==> src/rtl/ptw_pkg.sv <==
package ptw_pkg;

    localparam int PTW_LEVELS      = 3;
    localparam int PTE_PRESENT_BIT = 0;
    localparam int PAGE_SHIFT      = 12;
    localparam int PTE_SIZE_LOG2   = 3;

    typedef logic [1:0] level_t;

    typedef enum logic [2:0] {
        ST_IDLE,
        ST_ISSUE,
        ST_AWAIT,
        ST_INSTALL,
        ST_FAULT
    } walk_state_e;

    function automatic level_t last_level();
        return level_t'(PTW_LEVELS - 1);
    endfunction

endpackage

==> src/rtl/ptw_index_sel.sv <==
module ptw_index_sel
    import ptw_pkg::*;
#(
    parameter int VPN_W = 27,
    localparam int IDX_W = VPN_W / PTW_LEVELS
) (
    input  logic [VPN_W-1:0] vpn,
    input  level_t           level,
    output logic [IDX_W-1:0] idx
);

    logic [IDX_W-1:0] fields [PTW_LEVELS];

    for (genvar g = 0; g < PTW_LEVELS; g++) begin : g_field
        // level 0 takes the most significant slice
        assign fields[g] = vpn[VPN_W-1-g*IDX_W -: IDX_W];
    end

    assign idx = fields[level];

endmodule

==> src/rtl/ptw_addr_gen.sv <==
module ptw_addr_gen
    import ptw_pkg::*;
#(
    parameter int ADDR_W = 40,
    parameter int IDX_W  = 9
) (
    input  logic [ADDR_W-1:0] table_base,
    input  logic [IDX_W-1:0]  idx,
    output logic [ADDR_W-1:0] entry_addr
);

    logic [ADDR_W-1:0] aligned_base;
    logic [ADDR_W-1:0] byte_offset;
    logic              unused_low;

    assign aligned_base = {table_base[ADDR_W-1:PAGE_SHIFT], {PAGE_SHIFT{1'b0}}};
    assign byte_offset  = ADDR_W'({idx, {PTE_SIZE_LOG2{1'b0}}});
    assign entry_addr   = aligned_base + byte_offset;
    assign unused_low   = ^table_base[PAGE_SHIFT-1:0];

endmodule

==> src/rtl/ptw_pte_chk.sv <==
module ptw_pte_chk
    import ptw_pkg::*;
#(
    parameter int PTE_W  = 64,
    parameter int ADDR_W = 40
) (
    input  logic [PTE_W-1:0]  pte,
    output logic              present,
    output logic [ADDR_W-1:0] next_base
);

    logic unused_bits;

    assign present     = pte[PTE_PRESENT_BIT];
    assign next_base   = {pte[ADDR_W-1:PAGE_SHIFT], {PAGE_SHIFT{1'b0}}};
    assign unused_bits = ^{pte[PTE_W-1:ADDR_W], pte[PAGE_SHIFT-1:1]};

endmodule

==> src/rtl/ptw_ctrl.sv <==
module ptw_ctrl
    import ptw_pkg::*;
#(
    parameter int VPN_W  = 27,
    parameter int ADDR_W = 40,
    parameter int PTE_W  = 64
) (
    input  logic              clk,
    input  logic              rst,
    input  logic              miss_valid,
    output logic              miss_ready,
    input  logic [VPN_W-1:0]  miss_vpn,
    input  logic [ADDR_W-1:0] miss_root,
    output logic              mem_req_valid,
    input  logic              mem_req_ready,
    input  logic              mem_rsp_valid,
    input  logic [PTE_W-1:0]  mem_rsp_data,
    input  logic              rsp_present,
    input  logic [ADDR_W-1:0] rsp_next_base,
    output logic [VPN_W-1:0]  cur_vpn,
    output logic [ADDR_W-1:0] cur_base,
    output level_t            cur_level,
    output logic              done_valid,
    output logic [PTE_W-1:0]  done_pte,
    output logic              fault_valid
);

    walk_state_e       state;
    level_t            level;
    logic [VPN_W-1:0]  vpn_q;
    logic [ADDR_W-1:0] base_q;
    logic [PTE_W-1:0]  pte_q;

    always_ff @(posedge clk) begin
        if (rst) begin
            state  <= ST_IDLE;
            level  <= '0;
            vpn_q  <= '0;
            base_q <= '0;
            pte_q  <= '0;
        end else begin
            unique case (state)
                ST_IDLE: begin
                    if (miss_valid) begin
                        vpn_q  <= miss_vpn;
                        base_q <= miss_root;
                        level  <= '0;
                        state  <= ST_ISSUE;
                    end
                end
                ST_ISSUE: begin
                    if (mem_req_ready) state <= ST_AWAIT;
                end
                ST_AWAIT: begin
                    if (mem_rsp_valid) begin
                        pte_q <= mem_rsp_data;
                        if (!rsp_present) begin
                            state <= ST_FAULT;
                        end else if (level == last_level()) begin
                            state <= ST_INSTALL;
                        end else begin
                            level  <= level + 2'd1;
                            base_q <= rsp_next_base;
                            state  <= ST_ISSUE;
                        end
                    end
                end
                ST_INSTALL: state <= ST_IDLE;
                ST_FAULT:   state <= ST_IDLE;
                default:    state <= ST_IDLE;
            endcase
        end
    end

    assign miss_ready    = (state == ST_IDLE);
    assign mem_req_valid = (state == ST_ISSUE);
    assign done_valid    = (state == ST_INSTALL);
    assign fault_valid   = (state == ST_FAULT);
    assign done_pte      = pte_q;
    assign cur_vpn       = vpn_q;
    assign cur_base      = base_q;
    assign cur_level     = level;

    // reads issued in the current walk, kept for the checks below
    logic [1:0] rd_cnt;
    always_ff @(posedge clk) begin
        if (rst || miss_ready) rd_cnt <= '0;
        else if (mem_req_valid && mem_req_ready) rd_cnt <= rd_cnt + 2'd1;
    end

    p_busy_after_accept_r2: assert property (@(posedge clk) disable iff (rst)
        miss_valid && miss_ready |=> !miss_ready);

    p_single_outstanding_r6: assert property (@(posedge clk) disable iff (rst)
        mem_req_valid && mem_req_ready |=> !mem_req_valid);

    p_install_present_r7: assert property (@(posedge clk) disable iff (rst)
        done_valid |-> done_pte[PTE_PRESENT_BIT]);

    p_three_reads_r7: assert property (@(posedge clk) disable iff (rst)
        done_valid |-> rd_cnt == 2'd3);

    p_fault_stops_r8: assert property (@(posedge clk) disable iff (rst)
        fault_valid |=> !mem_req_valid);

    p_idle_after_done_r9: assert property (@(posedge clk) disable iff (rst)
        done_valid || fault_valid |=> miss_ready);

endmodule

==> src/rtl/pgwalk_top.sv <==
module pgwalk_top
    import ptw_pkg::*;
#(
    parameter int VPN_W  = 27,
    parameter int ADDR_W = 40,
    parameter int PTE_W  = 64
) (
    input  logic              clk,
    input  logic              rst,
    input  logic              miss_valid,
    output logic              miss_ready,
    input  logic [VPN_W-1:0]  miss_vpn,
    input  logic [ADDR_W-1:0] miss_root,
    output logic              mem_req_valid,
    input  logic              mem_req_ready,
    output logic [ADDR_W-1:0] mem_req_addr,
    input  logic              mem_rsp_valid,
    input  logic [PTE_W-1:0]  mem_rsp_data,
    output logic              done_valid,
    output logic [PTE_W-1:0]  done_pte,
    output logic              fault_valid,
    output logic [1:0]        fault_level,
    output logic [VPN_W-1:0]  result_vpn
);

    localparam int IDX_W = VPN_W / PTW_LEVELS;

    logic              rsp_present;
    logic [ADDR_W-1:0] rsp_next_base;
    logic [VPN_W-1:0]  cur_vpn;
    logic [ADDR_W-1:0] cur_base;
    level_t            cur_level;
    logic [IDX_W-1:0]  cur_idx;

    ptw_ctrl #(.VPN_W(VPN_W), .ADDR_W(ADDR_W), .PTE_W(PTE_W)) ctrl_i (
        .clk           (clk),
        .rst           (rst),
        .miss_valid    (miss_valid),
        .miss_ready    (miss_ready),
        .miss_vpn      (miss_vpn),
        .miss_root     (miss_root),
        .mem_req_valid (mem_req_valid),
        .mem_req_ready (mem_req_ready),
        .mem_rsp_valid (mem_rsp_valid),
        .mem_rsp_data  (mem_rsp_data),
        .rsp_present   (rsp_present),
        .rsp_next_base (rsp_next_base),
        .cur_vpn       (cur_vpn),
        .cur_base      (cur_base),
        .cur_level     (cur_level),
        .done_valid    (done_valid),
        .done_pte      (done_pte),
        .fault_valid   (fault_valid)
    );

    ptw_index_sel #(.VPN_W(VPN_W)) idx_i (
        .vpn   (cur_vpn),
        .level (cur_level),
        .idx   (cur_idx)
    );

    ptw_addr_gen #(.ADDR_W(ADDR_W), .IDX_W(IDX_W)) addr_i (
        .table_base (cur_base),
        .idx        (cur_idx),
        .entry_addr (mem_req_addr)
    );

    ptw_pte_chk #(.PTE_W(PTE_W), .ADDR_W(ADDR_W)) chk_i (
        .pte       (mem_rsp_data),
        .present   (rsp_present),
        .next_base (rsp_next_base)
    );

    assign fault_level = cur_level;
    assign result_vpn  = cur_vpn;

    p_req_hold_r5: assert property (@(posedge clk) disable iff (rst)
        mem_req_valid && !mem_req_ready |=> mem_req_valid && $stable(mem_req_addr));

    p_outcome_excl_r8: assert property (@(posedge clk) disable iff (rst)
        fault_valid |=> !done_valid);

endmodule

==> config.mk <==
export PLATFORM = sky130hd
export DESIGN_NAME = pgwalk_top
export DESIGN_NICKNAME = d
export VERILOG_FILES = /design/src/rtl/ptw_pkg.sv /design/src/rtl/ptw_index_sel.sv /design/src/rtl/ptw_addr_gen.sv /design/src/rtl/ptw_pte_chk.sv /design/src/rtl/ptw_ctrl.sv /design/src/rtl/pgwalk_top.sv
export SDC_FILE = /design/constraint.sdc
export NUM_CORES = 1
export LEC_CHECK = 0
export BUFFER_PORTS_ARGS = -buffer_cell sky130_fd_sc_hd__buf_2
export CAP_MARGIN = 25
export CORE_AREA = 4 4 109 111
export CTS_CLUSTER_SIZE = 30
export DETAILED_ROUTE_END_ITERATION = 7
export DIE_AREA = 0 0 113 115
export PLACE_DENSITY = 0.84
export SYNTH_ARGS = -nofsm -noshare
export SYNTH_HDL_FRONTEND = slang
export SYNTH_SLANG_ARGS = --single-unit
==> constraint.sdc <==
create_clock -name clk -period 2.9 [get_ports clk]
set_input_delay 0.145 -clock clk [delete_from_list [all_inputs] [get_ports clk]]
set_output_delay 0.145 -clock clk [all_outputs]
set_load 0.005 [all_outputs]
Word-level counts from Yosys, hierarchy flattened
Index checks and enable logic that the tools add are counted.
- register bits after elaboration: 136
- output and inout bits: 137
- word-level logic and storage cells: 44
- bits of input ports: 136
- eq/ne operators: 10
- $add $sub $neg: 2
- multiplexer cells: 19
- $lt $le $gt $ge: 1
- bitwise operators: 1
- reduce and logical (&&, ||, !) cells: 6
- operator list (cell ; count):
    $mux W40 ; 4
    $pmux W40 S2 ; 1
    $add A40 B12 Y40 ; 1
    $bmux W9 S2 ; 1
    $mux W9 ; 2
    $mux W3 ; 4
    $mux W2 ; 5
    $pmux W3 S3 ; 1
    $ne A2 B2 Y1 const B ; 4
    $eq A3 B2 Y1 const B ; 2
    $reduce_and A5 Y1 ; 1
    $pmux W2 S2 ; 1
    $reduce_and A2 Y1 ; 2
    $eq A3 B1 Y1 const B ; 1
    $eq A3 B3 Y1 const B ; 1
    $ge A3 B3 Y1 const B ; 1
    $logic_not A3 Y1 ; 1
    $not A2 Y3 ; 1
    $reduce_and A3 Y1 ; 1
    $add A2 B1 Y2 const B ; 1
    $eq A2 B2 Y1 const B ; 1
    $ne A2 B1 Y1 const B ; 1
    $reduce_bool A2 Y1 ; 1

Logic depth before layout (Yosys ltp)
- word-level depth: 5
- depth in mapped cells: 7
- depth with buffers taken out: 5

Cells and area by module
Synthesis repeated with hierarchy kept, for this count alone.
- cells, all modules: 722
- area total of the unflattened synthesis: 6229.7 µm²
- by module, submodules not included (module ; area each (µm²) ; cells each ; times used ; sequential area each (µm²)):
    ptw_ctrl ; 5393.9 ; 617 ; 1 ; 2722.6
    ptw_pte_chk ; 311.5 ; 42 ; 1 ; 0.0
    ptw_addr_gen ; 304.0 ; 41 ; 1 ; 0.0
    ptw_index_sel ; 220.2 ; 22 ; 1 ; 0.0

Worst setup path before layout
OpenSTA, ideal clock, no wires.
- path type: register -> register
- from: reg ctrl_i.level[0], in the netlist ctrl_i.cur_level[0]
- to: reg ctrl_i.base_q[22], in the netlist ctrl_i.cur_base[22]
- buffers on the path: 2
- period minus slack after synthesis: 1.977 ns
- library setup time: 0.087 ns
- setup slack: 0.923 ns
- stages on the path, launching flop included: 8
- data required time: 2.813 ns
- arrival time: 1.890 ns
- cell sequence: dfxtp_1 > buf_2 > inv_1 > ha_1 > and4b_1 > nand2_1 > buf_2 > a221oi_2
- cells in the longest elaborated chain, start to end: 3
- RTL lines (item ; RTL line ; source):
    start, declared ; ptw_ctrl.sv:29 ; level_t level;
    start signal, assigned ; ptw_ctrl.sv:62 ; level <= level + 2'd1;
    $eq A2 B2 Y1 ; ptw_ctrl.sv:59 ; end else if (level == last_level()) begin
    $ne A2 B2 Y1 (no line) ; - ;
    $reduce_and A5 Y1 (no line) ; - ;
    end signal, assigned ; ptw_ctrl.sv:46 ; base_q <= miss_root;
    end signal, assigned ; ptw_ctrl.sv:63 ; base_q <= rsp_next_base;
    end, declared ; ptw_ctrl.sv:31 ; logic [ADDR_W-1:0] base_q;
No other way between the ends.
A chain may end at the register's enable or synchronous reset.

Worst setup path in the final report
- from: reg ctrl_i.state[1]
- to: reg ctrl_i.base_q[13], in the netlist ctrl_i.cur_base[13]
- cells in the longest elaborated chain, start to end: 3
- elaborated cells between the ends (all ways): 9
- those cells by class: eq/ne (5); mux (1); reduce/logical (3)
- RTL lines (item ; RTL line ; source):
    start, declared ; ptw_ctrl.sv:28 ; walk_state_e state;
    start signal, assigned ; ptw_ctrl.sv:36 ; state <= ST_IDLE;
    start signal, assigned ; ptw_ctrl.sv:48 ; state <= ST_ISSUE;
    start signal, assigned ; ptw_ctrl.sv:52 ; if (mem_req_ready) state <= ST_AWAIT;
    $eq A3 B2 Y1 / $logic_not A3 Y1 (equally long branches) ; ptw_ctrl.sv:42 ; unique case (state)
    $ne A2 B2 Y1 (no line) / $reduce_bool A2 Y1 (equally long branches) ; - ;
    $reduce_and A5 Y1 (no line) ; - ;
Several ways; a longest one is shown, not always the timed one.

==> results.json <==
{
  "outcome": "finished clean",
  "routed_via_density": 5.30,
  "leakagePower_nw": 3.51,
  "dpl_cell_area_sq_um": 6500,
  "crit_path_start_kind": "flop",
  "clkPwrFrac_pct": 45.6,
  "coreArea_sq_um": 10800,
  "layout-drive-gt1-share_pct": 34.5,
  "fillCellCount": 735,
  "die_area_sq_um": 13000,
  "grt_pass1_wl_um": 29300,
  "cts_buffers": 17,
  "drc": 0,
  "cp-end-kind": "flop",
  "synth.ff_latch_count": 124,
  "power.share.combinational_pct": 13.7,
  "clock_sinks": 124,
  "initial_core_util_pct": 48.2,
  "die_h_um": 115,
  "synth-adder-area-share_pct": 0.240,
  "setup_tns_ns": 0,
  "design_area_sq_um": 8060,
  "cts_buffer_depth": 2,
  "min_period_ns": 2.39,
  "swShare_pct": 25.5,
  "syn_inst": 606,
  "wl_per_cell_um": 17.2,
  "synth_top_family_by_area": "simple AND/OR/NAND/NOR gates",
  "synth_compound_area_share_pct": 18.5,
  "grt_max_degree": 63,
  "synth_ff_type": "dfxtp_1",
  "wl_met2_um": 9320,
  "first_pass_iters": 5,
  "ys_seq_area_share_pct": 47.7,
  "numPortBuffers": 257,
  "place.gp.congestion": 0.852,
  "final_common_cell": "buf_2",
  "power_mw": 4.52,
  "report.final.hold_viol_count": 0,
  "synth-warning-count": 0,
  "path_clk_slew_ns": 0.06,
  "muxShareOfSynthArea_pct": 7.50,
  "synth.distinct_cells": 38,
  "wl_met3_um": 1580,
  "cts_tree": "built",
  "routed_wl_um": 18700,
  "crit_chain": "nand4b_1, o21ai_4, a221oi_1",
  "power_frac_seq_pct": 40.7,
  "pin_count": 273,
  "clk_latency_ns": 0.52,
  "syn_area_per_cell_sq_um": 8.59,
  "antenna_found_initial": 0,
  "finalSetupViolations": 0,
  "worstPathRequired_ns": 3.22,
  "grt_pass1_vias": 5916,
  "final_cell_mix": "256 x buf_2, 196 x nand2_1, 124 x dfxtp_1",
  "worst_pin_slew_ns": 1.03,
  "layout.nets": 1074,
  "slew_violations": 0,
  "root_buffer": "clkbuf_8",
  "power_density_nw_per_um2": 561,
  "ant_nets": 0,
  "cp_max_fo": 28,
  "met1_length_um": 6980,
  "holdCritPathClass": "in -> reg",
  "crit_arrival_ns": 2.72,
  "cap_violations": 0,
  "relSlewSlack_pct": 31.2,
  "top_layer_used": "met4",
  "netlist_area_sq_um": 5210,
  "dp_hpwl_um": 11100,
  "max_freq_mhz": 418,
  "grtUsageTotal_pct": 28.3,
  "postSynth.asyncResetShare_pct": 0,
  "htreeDepth": 4,
  "vias": 5782,
  "rows": 38,
  "finalCritPeriodShare_pct": 82.5,
  "synth-edff-count": 0,
  "synth_xor_xnor_area_share_pct": 0,
  "die_w_um": 113,
  "grt-ovfl-total": 0,
  "yosys.area_share.simple_pct": 19.1,
  "initialDrtViolationCount": 427,
  "rsz0062_at_grt": "false",
  "p_sw_mw": 1.16,
  "ir_drop_v": 0.000548,
  "p_int_mw": 3.37,
  "cp_slowest_cell": "o21ai_4",
  "critPathMaxStageDelay_ns": 0.87,
  "critPathKind": "reg -> reg",
  "area_growth_pct": 54.7,
  "worst_clock_skew_ns": 0.00726
}
-- final timing paths --
kind,start,end,slack [ns],depth (start not counted)
worst min register to register,ctrl_i.done_pte[26],ctrl_i.done_pte[26],0.45,2
worst max register to register,ctrl_i.state[1],ctrl_i.cur_base[13],0.51,3
worst min-delay path,miss_root[34],ctrl_i.cur_base[34],0.03,3
worst max-delay path,ctrl_i.state[1],ctrl_i.cur_base[13],0.51,3
-- synthesized netlist by cell type, types with 2 or more instances --
| cell | number | share of area (%) |
|---|---|---|
| clkbuf_1 | 22 | 1.6 |
| dfxtp_1 | 124 | 48 |
| nor3_1 | 2 | 0.19 |
| nand2b_1 | 2 | 0.24 |
| o21ai_0 | 9 | 0.87 |
| nand2_1 | 196 | 14 |
| a221oi_1 | 7 | 1.2 |
| mux2i_1 | 39 | 7.5 |
| a2111oi_0 | 2 | 0.34 |
| buf_12 | 4 | 1.5 |
| buf_2 | 19 | 1.8 |
| a21oi_1 | 92 | 8.8 |
| buf_6 | 4 | 0.87 |
| inv_1 | 3 | 0.22 |
| buf_4 | 6 | 0.87 |
| nor2_1 | 33 | 2.4 |
| a221oi_2 | 21 | 6.1 |
-- per-stage QoR --
step	instances	utilization (%)	setup WS [ns]	hold slack [ns]
global route	1090	74.6	0.345	0.00954
detailed placement	961	60.2	0.601	0.391
global placement	961	60.2	0.664	0.385
floorplan	608	-	0.923	0.224
CTS	1090	74.6	0.596	0.00565
finish	1091	74.6	0.507	0.0296
-- what timing repair did --
action / 4_1_cts / 5_1_grt
resized for setup: 0 / 0
buffers inserted: 0 / 0
hold buffers: 97 / 0
hold endpoints to repair: 99 / 0
-- final cells by class --
cell class,instances,area [sq um],area share (%)
antenna,1,2.50,0.0311
inverter,3,11.3,0.140
sequential,124,2480,30.8
timing repair buffer,365,2380,29.5
tap,140,175,2.17
clock buffer,19,442,5.48
clock inverter,13,144,1.79
multi-input combinational,426,2420,30.0
-- power groups by stage --
stage / Combinational, mW / Sequential [mW] / Clock, mW
detailed placement: 0.502 / 1.88 / 0
CTS: 0.607 / 1.84 / 2.09
global placement: 0.494 / 1.87 / 0
finish: 0.622 / 1.84 / 2.06
global route: 0.675 / 1.85 / 2.16
floorplan: 0.282 / 1.87 / 0
-- cell families (layout without fill, tap and decap cells) --
group,after synthesis,count (layout)
AO/OA/AOI/OAI,138,138
flip-flops,124,124
adder cells (fa/ha/maj),1,1
multiplexers,39,39
AND/OR/NAND/NOR,245,245
other,1,4
buffers and inverters,58,400
-- critical path, delay by kind of cell (launching register included) --
| kind | cells | cell delay [ns] |
|---|---|---|
| compound gates | 2 | 1.13 |
| flops | 1 | 0.74 |
| simple gates | 1 | 0.33 |
-- state kept, by name, indices dropped and copies added, names as in the netlist --
signal / flops
ctrl_i.state: 3
ctrl_i.done_pte: 64
ctrl_i.cur_vpn: 27
ctrl_i.cur_base: 28
ctrl_i.cur_level: 2
-- metal layers --
| layer | global-route usage (%) | up-vias |
|---|---|---|
| met4 | 16.8 | 0 |
| met5 | 0 | - |
| met2 | 48.7 | 321 |
| met3 | 9.63 | 76 |
| li1 | - | 2711 |
| met1 | 30.3 | 2674 |
(Power assumes the default switching activity.)
